[config.mk]
export PLATFORM = sky130hd
export DESIGN_NAME = relvec_update_unit
export DESIGN_NICKNAME = d
export VERILOG_FILES = /design/src/rtl/relvec_pkg.sv /design/src/rtl/sym_onehot_dec.sv /design/src/rtl/rel_cell.sv /design/src/rtl/relvec_update_unit.sv
export SDC_FILE = /design/constraint.sdc
export NUM_CORES = 1
export LEC_CHECK = 0
export ABC_AREA = 1
export BUFFER_PORTS_ARGS = -buffer_cell sky130_fd_sc_hd__buf_4
export CAP_MARGIN = 15
export CELL_PAD_IN_SITES_DETAIL_PLACEMENT = 0
export CELL_PAD_IN_SITES_GLOBAL_PLACEMENT = 2
export CORE_ASPECT_RATIO = 1.1
export CORE_UTILIZATION = 30
export CTS_CLUSTER_DIAMETER = 120
export CTS_CLUSTER_SIZE = 8
export DETAILED_ROUTE_END_ITERATION = 12
export GPL_ROUTABILITY_DRIVEN = 1
export GPL_TIMING_DRIVEN = 1
export PLACE_DENSITY = 0.88
export SYNTH_ARGS = -nofsm -noshare
export SYNTH_HDL_FRONTEND = slang
export SYNTH_SLANG_ARGS = --single-unit
[constraint.sdc]
create_clock -name clk -period 5.72 [get_ports clk]
set_input_delay 1.43 -clock clk [delete_from_list [all_inputs] [get_ports clk]]
set_output_delay 1.43 -clock clk [all_outputs]
set_load 0.05 [all_outputs]
[src/rtl/relvec_pkg.sv]
package relvec_pkg;

    localparam int unsigned CNT_W   = 3;
    localparam int unsigned NUM_SYM = 32;

    // Operation applied to the whole vector in one cycle
    typedef enum logic [1:0] {
        OP_IDLE = 2'd0,
        OP_LOAD = 2'd1,
        OP_STEP = 2'd2,
        OP_CLIP = 2'd3
    } vec_op_e;

    function automatic vec_op_e pick_op(input logic ld, input logic up, input logic at_top);
        if (ld)
            return OP_LOAD;
        else if (up)
            return at_top ? OP_CLIP : OP_STEP;
        else
            return OP_IDLE;
    endfunction

endpackage

[src/rtl/sym_onehot_dec.sv]
module sym_onehot_dec #(
    parameter int unsigned NSYM = 32,
    localparam int unsigned SW  = $clog2(NSYM)
) (
    input  logic [SW-1:0]   sym,
    output logic [NSYM-1:0] onehot
);
    for (genvar i = 0; i < NSYM; i++) begin : g_bit
        assign onehot[i] = (sym == SW'(i));
    end
endmodule

[src/rtl/rel_cell.sv]
module rel_cell
    import relvec_pkg::*;
#(
    parameter int unsigned CW      = 3,
    parameter bit          RST_TOP = 1'b0,
    localparam logic [CW-1:0] RMAX = {CW{1'b1}}
) (
    input  logic          clk,
    input  logic          rst,
    input  vec_op_e       op,
    input  logic          sel,
    input  logic          hit,
    output logic [CW-1:0] cnt_q
);
    always_ff @(posedge clk) begin
        if (rst) begin
            cnt_q <= RST_TOP ? RMAX : '0;
        end else begin
            unique case (op)
                OP_LOAD: cnt_q <= hit ? RMAX : '0;
                OP_STEP: if (sel) cnt_q <= cnt_q + CW'(1);
                OP_CLIP: if (!sel && cnt_q != '0) cnt_q <= cnt_q - CW'(1);
                default: ;
            endcase
        end
    end

    assert_step_R3: assert property (@(posedge clk) disable iff (rst)
        (op == OP_STEP && sel) |=> (cnt_q == $past(cnt_q) + CW'(1)));
    assert_step_other_R3: assert property (@(posedge clk) disable iff (rst)
        (op == OP_STEP && !sel) |=> $stable(cnt_q));
    assert_clip_hold_R4: assert property (@(posedge clk) disable iff (rst)
        (op == OP_CLIP && sel) |=> (cnt_q == RMAX));
    assert_clip_decr_R4: assert property (@(posedge clk) disable iff (rst)
        (op == OP_CLIP && !sel && cnt_q != '0) |=> (cnt_q == $past(cnt_q) - CW'(1)));
    assert_floor_R4: assert property (@(posedge clk) disable iff (rst)
        (op == OP_CLIP && cnt_q == '0) |=> (cnt_q == '0));
    assert_idle_R6: assert property (@(posedge clk) disable iff (rst)
        (op == OP_IDLE) |=> $stable(cnt_q));
endmodule

[src/rtl/relvec_update_unit.sv]
module relvec_update_unit
    import relvec_pkg::*;
#(
    parameter int unsigned NSYM = relvec_pkg::NUM_SYM,
    parameter int unsigned CW   = relvec_pkg::CNT_W,
    localparam int unsigned SW  = $clog2(NSYM),
    localparam logic [CW-1:0] RMAX = {CW{1'b1}}
) (
    input  logic               clk,
    input  logic               rst,
    input  logic               load_valid,
    input  logic [SW-1:0]      load_sym,
    input  logic               upd_valid,
    input  logic [SW-1:0]      upd_sym,
    output logic [SW-1:0]      hard_sym,
    output logic [NSYM*CW-1:0] rel_vec
);
    logic [NSYM-1:0] upd_oh;
    logic [NSYM-1:0] load_oh;
    logic [CW-1:0]   cnt [NSYM];
    logic            at_top;
    vec_op_e         op;
    logic [SW-1:0]   hard_q;

    sym_onehot_dec #(.NSYM(NSYM)) u_upd_dec  (.sym(upd_sym),  .onehot(upd_oh));
    sym_onehot_dec #(.NSYM(NSYM)) u_load_dec (.sym(load_sym), .onehot(load_oh));

    // Selected counter already at the ceiling
    assign at_top = (cnt[upd_sym] == RMAX);
    assign op     = pick_op(load_valid, upd_valid, at_top);

    for (genvar i = 0; i < NSYM; i++) begin : g_cell
        rel_cell #(.CW(CW), .RST_TOP(i == 0)) u_cell (
            .clk   (clk),
            .rst   (rst),
            .op    (op),
            .sel   (upd_oh[i]),
            .hit   (load_oh[i]),
            .cnt_q (cnt[i])
        );
        assign rel_vec[i*CW +: CW] = cnt[i];
    end

    always_ff @(posedge clk) begin
        if (rst)
            hard_q <= '0;
        else if (op == OP_LOAD)
            hard_q <= load_sym;
        else if (op == OP_CLIP)
            hard_q <= upd_sym;
    end

    assign hard_sym = hard_q;

    assert_hard_top_R7: assert property (@(posedge clk) disable iff (rst)
        cnt[hard_q] == RMAX);
    assert_hard_swap_R5: assert property (@(posedge clk) disable iff (rst)
        (upd_valid && !load_valid && at_top) |=> (hard_q == $past(upd_sym)));
    assert_hard_keep_R5: assert property (@(posedge clk) disable iff (rst)
        (!load_valid && !(upd_valid && at_top)) |=> $stable(hard_q));
    assert_load_R2: assert property (@(posedge clk) disable iff (rst)
        load_valid |=> (hard_q == $past(load_sym)));
endmodule

## Word level (Yosys, flattened, before mapping)

Index checks and enable logic that the tools add are counted.

| storage, ports and cells | value |
|---|---|
| input port bits | 14 |
| output and inout bits | 101 |
| word-level logic and storage cells | 497 |
| bits in registers | 101 |

| cells by class | value |
|---|---|
| reductions and logical operators | 132 |
| equal/unequal tests | 130 |
| add/subtract/negate cells | 64 |
| multiplexer cells | 136 |
| $lt $le $gt $ge | 1 |
| bitwise operators | 1 |

Operators with widths:

| cell | number |
|---|---|
| two-way mux 3 bit | 98 |
| case mux 3 bit (3 select lines) | 32 |
| equality test 5 bit, second input constant | 32 |
| != test 2 x 1 -> 1 bit, second input constant | 64 |
| nonzero test 3 bit | 33 |
| adder 3 x 1 -> 3 bit, second input constant | 32 |
| AND reduction 3 bit | 32 |
| subtractor 3 x 1 -> 3 bit, second input constant | 32 |
| equality test 5 x 4 -> 1 bit, second input constant | 16 |
| equality test 5 x 3 -> 1 bit, second input constant | 8 |
| logical AND 1 bit | 32 |
| logical NOT 1 bit | 32 |
| equality test 5 x 2 -> 1 bit, second input constant | 4 |
| binary-select mux 3 bit (select 5 bit) | 1 |
| equality test 5 x 1 -> 1 bit, second input constant | 2 |
| logical NOT 5 bit | 2 |
| two-way mux 5 bit | 2 |
| >= comparator 6 bit, second input constant | 1 |
| NOT 5 -> 6 bit | 1 |
| equality test 2 bit, second input constant | 2 |
| two-way mux 2 bit | 2 |
| equality test 3 bit, second input constant | 1 |
| equality test 2 x 1 -> 1 bit, second input constant | 1 |
| nonzero test 2 bit | 1 |
| two-way mux 1 bit | 1 |

## Depth between registers and ports, before layout

Gate-level depths: netlist of the first run.

| logic depth | value |
|---|---|
| word-level depth | 11 |
| mapped depth | 22 |
| depth with buffers taken out | 20 |

## Modules after synthesis

Synthesis of the first run repeated with hierarchy kept, for this count alone.

| unflattened totals | value |
|---|---|
| cell total of the unflattened synthesis | 1783 |
| area total of the unflattened synthesis | 9731.8 sq um |

Modules (own cells, without submodules):

| module | area each (sq um) | cells an instance | times used |
|---|---|---|---|
| rel_cell (g_cell[10].u_cell ...) | 257.7 | 46 | 31 |
| relvec_update_unit | 949.7 | 180 | 1 |
| sym_onehot_dec | 269.0 | 65 | 2 |
| rel_cell (g_cell[0].u_cell) | 254.0 | 47 | 1 |

## Worst setup path after synthesis of the first run

OpenSTA, ideal clock, no wires.

| path | value |
|---|---|
| path kind | input to register |
| start point | in upd_sym[0] |
| end point | reg g_cell[0].u_cell.cnt_q[2] |
| arrival | 5281 ps |
| slack | 305 ps |
| stages on the path | 22 |
| cells stage by stage | buf_4 > inv_2 > buf_6 > nand2_1 > nand2_1 > nand2_1 > nand2_1 > nand2_1 > nand2_1 > inv_1 > nand2_1 > nand3_1 > nand2_2 > nand4_1 > fa_1 > xor2_1 > inv_1 > nand4_1 > nand3_1 > nand2_1 > nand2_1 > nand3_1 |

| between the ends | value |
|---|---|
| cells in the longest elaborated chain, start to end | 11 |
| elaborated cells between the ends (all ways) | 19 |

RTL lines:

| what | line | RTL |
|---|---|---|
| start, declared | relvec_update_unit.sv:14 | `input logic [SW-1:0] upd_sym,` |
| NOT 5 -> 6 bit (implied by the code) | relvec_update_unit.sv:29 | `assign at_top = (cnt[upd_sym] == RMAX);` |
| binary-select mux 3 bit (select 5 bit) | relvec_update_unit.sv:29 |  |
| two-way mux 3 bit (implied by the code) (2 in a row) | relvec_update_unit.sv:29 |  |
| equality test 3 bit | relvec_update_unit.sv:29 |  |
| two-way mux 1 bit | relvec_pkg.sv:18 | `return at_top ? OP_CLIP : OP_STEP;` |
| two-way mux 2 bit | relvec_pkg.sv:17 | `else if (up)` |
| two-way mux 2 bit | relvec_pkg.sv:15 | `if (ld)` |
| equality test 2 bit or equality test 2 x 1 -> 1 bit (tied branches) | rel_cell.sv:19 | `unique case (op)` |
| != test 2 x 1 -> 1 bit (no source line) or nonzero test 3 bit (tied branches) | n/a |  |
| AND reduction 3 bit (no source line) | n/a |  |
| end signal, assigned | rel_cell.sv:20 | `OP_LOAD: cnt_q <= hit ? RMAX : '0;` |
| end signal, assigned | rel_cell.sv:21 | `OP_STEP: if (sel) cnt_q <= cnt_q + CW'(1);` |
| end signal, assigned | rel_cell.sv:22 | `OP_CLIP: if (!sel && cnt_q != '0) cnt_q <= cnt_q - CW'(1);` |
| end, declared | rel_cell.sv:13 | `output logic [CW-1:0] cnt_q` |

Several ways; a longest one is shown, not always the timed one. The select of a mux whose other input is x is not followed.
A chain may end at the register's enable or synchronous reset.

## Worst setup path in the final report of the first run

| path | value |
|---|---|
| start point | in upd_sym[0] |
| end point | reg g_cell[20].u_cell.cnt_q[2] |

| between the ends | value |
|---|---|
| cells in the longest elaborated chain, start to end | 11 |
| elaborated cells between the ends (all ways) | 19 |

RTL lines:

| what | line |
|---|---|
| NOT 5 -> 6 bit (implied by the code) | relvec_update_unit.sv:29 |
| binary-select mux 3 bit (select 5 bit) | relvec_update_unit.sv:29 |
| two-way mux 3 bit (implied by the code) (2 in a row) | relvec_update_unit.sv:29 |
| equality test 3 bit | relvec_update_unit.sv:29 |
| two-way mux 1 bit | relvec_pkg.sv:18 |
| two-way mux 2 bit | relvec_pkg.sv:17 |
| two-way mux 2 bit | relvec_pkg.sv:15 |
| equality test 2 bit or equality test 2 x 1 -> 1 bit (tied branches) | rel_cell.sv:19 |
| != test 2 x 1 -> 1 bit (no source line) or nonzero test 3 bit (tied branches) | n/a |
| AND reduction 3 bit (no source line) | n/a |
| end signal, assigned | rel_cell.sv:20 |
| end signal, assigned | rel_cell.sv:21 |
| end signal, assigned | rel_cell.sv:22 |
| end, declared | rel_cell.sv:13 |

Several ways; a longest one is shown, not always the timed one. The select of a mux whose other input is x is not followed.

==> impl_metrics.env, run 1 <==
export IMPL_routed_wl_mm=35.9
export IMPL_max_clock_freq_mhz=230
export IMPL_max_cap_viol_count=0
export IMPL_multi_input_area_mm2=0.00567
export IMPL_p_leak_nw=4.95
export IMPL_critPathCaptureType="flip-flop"
export IMPL_route_detailed_wl_per_inst_um=18.1
export IMPL_fin_crit_ps=4340
export IMPL_hold_path_depth=2
export IMPL_grt_max_degree=68
export IMPL_netlist_instances=1537
export IMPL_path_clk_slew_ps=80
export IMPL_total_power_mw=2.39
export IMPL_irDropWorstVdd_uv=97.4
export IMPL_timing_worst_setup_path_type="in2reg"
export IMPL_nFillCells=3285
export IMPL_syn_to_final_growth_pct=16.0
export IMPL_port_buffers=114
export IMPL_core_rowCount=65
export IMPL_io_pins=115
export IMPL_seqCellArea_mm2=0.00202
export IMPL_utilization_pct=35.5
export IMPL_die_area_mm2=0.0299
export IMPL_cts_setup_buffers=0
export IMPL_arrival_ps=4620
export IMPL_dpl_hpwl_mm=24.3
export IMPL_clk_insertion_delay_late_ps=380
export IMPL_ctsResizeCount=0
export IMPL_cts_tree="yes"
export IMPL_grt_pass1_vias=9483
export IMPL_pwr_share_comb_pct=36.7
export IMPL_clock_skew_ps=13.6
export IMPL_power_frac_seq_pct=35.8
export IMPL_start_util_pct=30.6
export IMPL_synthesis_area_mm2=0.00877
export IMPL_ys_seq_area_share_pct=23.0
export IMPL_hold_violations=0
export IMPL_final_setup_viol_count=0
export IMPL_cts_max_path_buffers=2
export IMPL_worstMarginPinSlew_ps=1010
export IMPL_drc=0
export IMPL_place_ws_ps=1020
export IMPL_clockPowerShare_pct=27.5
export IMPL_p_int_mw=1.37
export IMPL_antenna_cells=0
export IMPL_grt_first_pass_wirelength_mm=55.7
export IMPL_fin_nets=1654
export IMPL_avgSynthCellArea_um2=5.71
export IMPL_hp_class="reg2reg"
export IMPL_holdPathEnd="hard_sym[2]"
export IMPL_antenna_found_initial=0
export IMPL_finalSetupTns_ps=0
export IMPL_status="completed"
export IMPL_fp_dieH_um=181
export IMPL_rrSetupSlack_ps=2640
export IMPL_htree_num_levels=3
export IMPL_grt_overflow=0
export IMPL_crit_fanout=42
export IMPL_ctsRootBufferMaster="clkbuf_16"
export IMPL_timing_final_ws_setup_ps=1380
export IMPL_via_per_inst=5.05
export IMPL_drt_pass1_iter_count=8
export IMPL_grt_setup_unrepaired="false"
export IMPL_drive_gt1_share_pct=9.37
export IMPL_grt_total_usage_pct=24.5
export IMPL_startpoint="upd_sym[0]"
export IMPL_drtAntennaViolNets=0
export IMPL_cts_sinks=101
export IMPL_ys_ff_latch=101
export IMPL_drv_slew=0
export IMPL_reg2reg_depth=20
export IMPL_cts_hold_buf=0
export IMPL_cts_buffers=9
export IMPL_synth_nets=1583
export IMPL_fp_dieW_um=165
export IMPL_start_kind="input port"
export IMPL_swShare_pct=42.8
export IMPL_slew_headroom_pct=32.3
export IMPL_reg2reg_to="g_cell[20].u_cell.cnt_q[2]"
export IMPL_reg2reg_from="g_cell[24].u_cell.cnt_q[1]"
export IMPL_switchingPower_mw=1.02
export IMPL_crit_required_ps=6000
export IMPL_via_count=9998
export IMPL_place_congestion=0.876
export IMPL_power_density_mw_per_mm2=235
export IMPL_hold_slack_ps=478
export IMPL_yosys_warnings=0
export IMPL_min_from="hard_sym[2]"
export IMPL_drt_iter0_drc=901
export IMPL_synth_cell_types=25
export IMPL_core_mm2=0.0287
export IMPL_fin_crit_sh_pct=75.9
[per-stage QoR]
step / std cells / cell area (um2)
global route: 1979 / 10200
floorplan: 1537 / 8770
global placement: 1965 / 9890
finish: 1979 / 10200
detailed placement: 1965 / 9890
CTS: 1979 / 10200
[layout make-up]
class / instances / area share, %
clock inverters: 4 / 0.492
well taps: 368 / 4.52
repair buffers: 129 / 9.51
inverters: 206 / 7.60
multi-input cells: 1161 / 55.7
clock buffers: 10 / 2.35
flip-flops and latches: 101 / 19.9
[cell usage in the layout, fill, tap and decap left out, types with 2 or more instances in the layout]
master      instances
clkbuf_16           9
nand3_1           108
fa_1               32
xor2_1             19
clkinvlp_4          2
a21oi_1            43
o31ai_1            32
dfxtp_1           101
o211ai_1           32
a31oi_1             5
inv_1             200
nor2_1            289
o21ai_0            45
nand4_1            33
nand2_1           504
clkinv_1            3
buf_4             129
xnor2_1            13
nand2_2             2
inv_2               3
[per-layer routing]
metal  wire length, um  global-route usage, %  up-vias  share of wire (%)
li1                  -                      -     4914                  -
met1             16300                   34.0     4715                 46
met2             16600                   38.9      330                 46
met3              2270                   3.77       39                6.3
met4               674                   7.19        0                1.9
met5                 0                      0        -                  0
[state kept, by name, indices dropped and copies added (netlist names)]
register,flops
g_cell.u_cell.cnt_q,96
hard_sym,5
[logic make-up after synthesis]
kind of cell | synth area share, %
AND/OR/NAND/NOR | 43.0
buffers and inverters | 12.5
flip-flops | 23.0
AO/OA/AOI/OAI | 10.9
XOR/XNOR | 3.19
adder cells (fa/ha/maj) | 7.30
[cells in the mapped netlist]
| cell type | n | area share [%] |
|---|---|---|
| clkinv_1 | 4 | 0.17 |
| o21ai_0 | 45 | 2.6 |
| dfxtp_1 | 101 | 23 |
| nor2_8 | 1 | 0.23 |
| buf_6 | 5 | 0.64 |
| buf_2 | 17 | 0.97 |
| buf_1 | 7 | 0.30 |
| buf_4 | 1 | 0.086 |
| o31ai_1 | 32 | 2.7 |
| nand4_1 | 33 | 2.4 |
| nand3_4 | 1 | 0.20 |
| xnor2_1 | 13 | 1.3 |
| nand3_1 | 108 | 6.2 |
| o211ai_1 | 32 | 2.7 |
| xor2_1 | 19 | 1.9 |
| inv_2 | 1 | 0.043 |
| nand2_2 | 2 | 0.14 |
| fa_1 | 32 | 7.3 |
| inv_1 | 201 | 8.6 |
| a31oi_1 | 5 | 0.36 |
| nor2_1 | 290 | 12 |
| nand2_1 | 504 | 22 |
| clkbuf_1 | 39 | 1.7 |
| o21a_1 | 1 | 0.086 |
| a21oi_1 | 43 | 2.5 |
[power by group through the flow]
stage,sequential [mW],clock [mW],combinational (mW)
final,0.858,0.658,0.879
after global routing,0.866,0.701,0.973
after CTS,0.857,0.673,0.876
after detailed placement,0.873,0,0.873
after global placement,0.875,0,0.867
after floorplan,1.04,0,0.441
[worst max path at each step]
stage                     slack [ps]                    endpoint
final                           1380  g_cell[20].u_cell.cnt_q[2]
after floorplan                  310   g_cell[0].u_cell.cnt_q[2]
after global routing            1140  g_cell[22].u_cell.cnt_q[2]
after global placement          1060  g_cell[19].u_cell.cnt_q[2]
after CTS                       1400  g_cell[20].u_cell.cnt_q[2]
after detailed placement        1020  g_cell[20].u_cell.cnt_q[2]
[worst max-delay path: stages]
cell     delay [ps]
buf_4           240
buf_4           440
nand2_1         120
o21ai_0         150
nand2_1         150
nand2_1         110
nand2_1          50
nand2_1          60
inv_1            40
nand2_1          80
nand3_1          80
nand2_2         110
nand4_1         110
buf_4           330
fa_1            440
xor2_1          170
inv_1            70
nand4_1          90
nand3_1         120
nand2_1          50
nor2_1           90
nor2_1           50
Note: power is estimated with default switching activity, not from simulation.
==> run 2: changes to the inputs <==
Settings changed: ABC_AREA 1 to 0, CORE_UTILIZATION 30 to 36, PLACE_DENSITY 0.88 to 0.9.
Clock period 5.72 ns to 4.2 ns, I/O delays scaled along.
==> run 2 against run 1 <==
  * Combinational power decreased by 2%
  * Sequential cell count unchanged
  * Clock power increased by 25%
  * Wire length decreased by 24%
  * Largest power group is now registers
  * Global-route usage increased by 0.68 points
  * First-iteration DRC count decreased by 26%
==> impl_metrics.env, run 2 <==
export IMPL_ys_flop_type="dfxtp_1"
export IMPL_port_buffers=114
export IMPL_drc=0
export IMPL_path_clk_slew_ps=80
export IMPL_place_congestion=0.910
export IMPL_drt_iter0_drc=665
export IMPL_reg2reg_depth=12
export IMPL_crit_fanout=15
export IMPL_p_int_mw=1.76
export IMPL_swShare_pct=37.6
export IMPL_routed_wl_mm=27.4
export IMPL_drt_pass1_iter_count=5
export IMPL_grt_first_pass_wirelength_mm=43.0
export IMPL_final_cell_mix="buf_4 (149), dfxtp_1 (101), nand2_1 (68)"
export IMPL_cts_setup_buffers=0
export IMPL_synthesis_area_mm2=0.00785
export IMPL_synth_cell_types=58
export IMPL_synthMuxAreaShare_pct=8.45
export IMPL_route_detailed_wl_per_inst_um=21.4
export IMPL_synth_most_common_cell="dfxtp_1"
export IMPL_pwr_share_comb_pct=30.5
export IMPL_via_count=7658
export IMPL_syn_to_final_growth_pct=20.2
export IMPL_nFillCells=2160
export IMPL_synth_top_area_share_pct=25.8
export IMPL_ys_seq_area_share_pct=25.8
export IMPL_max_cap_viol_count=0
export IMPL_hp_class="reg2reg"
export IMPL_via_per_inst=5.99
export IMPL_cts_buffers=9
export IMPL_cts_max_path_buffers=2
export IMPL_fin_crit_sh_pct=87.6
export IMPL_place_inst=1263
export IMPL_synthAdderAreaFrac_pct=8.16
export IMPL_final_cell_count_no_fill=1279
export IMPL_power_frac_seq_pct=40.3
export IMPL_power_density_mw_per_mm2=299
export IMPL_synth_nets=929
export IMPL_core_mm2=0.0214
export IMPL_fin_crit_ps=3680
export IMPL_ctsRootBufferMaster="clkbuf_16"
export IMPL_yosys_top_cells_count="dfxtp_1 (101), nand2_1 (69), inv_1 (65)"
export IMPL_avgSynthCellArea_um2=8.89
export IMPL_clk_insertion_delay_late_ps=360
export IMPL_grt_total_usage_pct=25.2
export IMPL_die_area_mm2=0.0224
export IMPL_yosys_area_share_simple_pct=14.4
export IMPL_cts_hold_buf=0
export IMPL_yosysTopAreaCell="dfxtp_1"
export IMPL_crit_required_ps=4460
export IMPL_critPathCaptureType="flip-flop"
export IMPL_regMostFlops="g_cell.u_cell.cnt_q"
export IMPL_worstMarginPinSlew_ps=1020
export IMPL_start_util_pct=36.7
export IMPL_synthTopCellsByArea="dfxtp_1 (26%), fa_1 (8.2%), xnor2_1 (6.3%)"
export IMPL_async_flop_share_pct=0
export IMPL_arrival_ps=3930
export IMPL_clock_skew_ps=8.25
export IMPL_yosys_warnings=0
export IMPL_netlist_instances=883
export IMPL_dpl_hpwl_mm=19.9
export IMPL_largest_register_ff_count=96
export IMPL_fin_area_mm2=0.00943
export IMPL_placed_area_mm2=0.00915
export IMPL_synth_compound_area_share_pct=29.2
export IMPL_status="completed"
export IMPL_fin_nets=1030
export IMPL_synth_enable_flop_cells=0
export IMPL_max_clock_freq_mhz=272
export IMPL_slew_headroom_pct=31.3
export IMPL_cts_tree="yes"
export IMPL_drv_slew=0
export IMPL_start_kind="input port"
export IMPL_grt_overflow=0
export IMPL_hold_violations=0
export IMPL_ctsResizeCount=0
export IMPL_grt_setup_unrepaired="false"
export IMPL_hold_path_depth=2
export IMPL_irDropWorstVdd_uv=200
export IMPL_fp_dieH_um=157
export IMPL_htree_num_levels=3
export IMPL_timing_worst_setup_path_type="in2reg"
export IMPL_switchingPower_mw=1.06
export IMPL_synth_top_family_by_area="compound AO/OA/AOI/OAI gates"
export IMPL_ys_ff_latch=101
export IMPL_clockPowerShare_pct=29.2
export IMPL_antenna_cells=0
export IMPL_synth_xor_area_share_pct=7.03
export IMPL_grt_pass1_vias=7351
export IMPL_drive_gt1_share_pct=22.8
export IMPL_cts_sinks=101
export IMPL_p_leak_nw=3.81
export IMPL_drtAntennaViolNets=0
export IMPL_io_pins=115
export IMPL_core_rowCount=56
export IMPL_final_setup_viol_count=0
export IMPL_antenna_found_initial=0
export IMPL_fp_dieW_um=143
export IMPL_layout_commonest_cell="buf_4"
export IMPL_grt_max_degree=88
## run 2: worst paths after layout
check                                                from                    endpoint  slack [ps]
worst min register to register                hard_sym[3]                 hard_sym[3]         580
worst max-delay path                           upd_sym[1]  g_cell[24].u_cell.cnt_q[2]         520
worst min-delay path                          hard_sym[3]                 hard_sym[3]         580
worst max register to register  g_cell[8].u_cell.cnt_q[1]  g_cell[24].u_cell.cnt_q[2]         930
## run 2: per-stage QoR
stage | hold WS, ps | power [mW] | TNS, ps | worst slack (ps) | util (%)
2_1_floorplan | 749 | 1.74 | -630 | -103 | -
3_3_place_gp | 555 | 2.01 | 0 | 191 | 42.8
3_5_place_dp | 556 | 2.02 | 0 | 141 | 42.8
4_1_cts | 576 | 2.84 | 0 | 525 | 44.1
5_1_grt | 608 | 2.96 | 0 | 312 | 44.1
6_report | 576 | 2.82 | 0 | 522 | 44.1
## run 2: worst max-delay path: stages
cell	delay (ps)
buf_4	190
mux4_2	360
mux2i_1	70
or3_1	320
a22oi_1	350
a22oi_2	100
or2_4	270
buf_12	170
fa_2	360
xor2_1	150
xnor2_1	170
o21ai_1	80
o221a_2	280
## run 2: cells by family after synthesis
| logic type | after synthesis |
|---|---|
| adder cells (fa/ha/maj) | 32 |
| buffers and inverters | 131 |
| AND/OR/NAND/NOR | 215 |
| multiplexers | 40 |
| flip-flops | 101 |
| XOR/XNOR | 63 |
| AO/OA/AOI/OAI | 301 |
## run 2: layout make-up
| type | count | area (um2) | share of cell area (%) |
|---|---|---|---|
| clock buffer | 10 | 239 | 2.53 |
| clock inverter | 6 | 38.8 | 0.411 |
| inverter | 67 | 253 | 2.68 |
| multi-input combinational | 651 | 5290 | 56.2 |
| sequential | 101 | 2020 | 21.4 |
| tap | 290 | 363 | 3.85 |
| timing repair buffer | 154 | 1220 | 12.9 |
## run 2: routing by layer
layer | track usage, % | wire (um)
met4 | 8.60 | 668
met3 | 5.02 | 1920
met2 | 39.1 | 12500
met5 | 0 | 0
met1 | 34.8 | 12300
## run 2: power groups by stage
stage	registers (mW)	logic (mW)	clock network (mW)
after floorplan	1.33	0.414	0
after global placement	1.16	0.851	0
after detailed placement	1.16	0.859	0
after CTS	1.13	0.861	0.841
after global routing	1.15	0.926	0.884
final	1.14	0.862	0.823
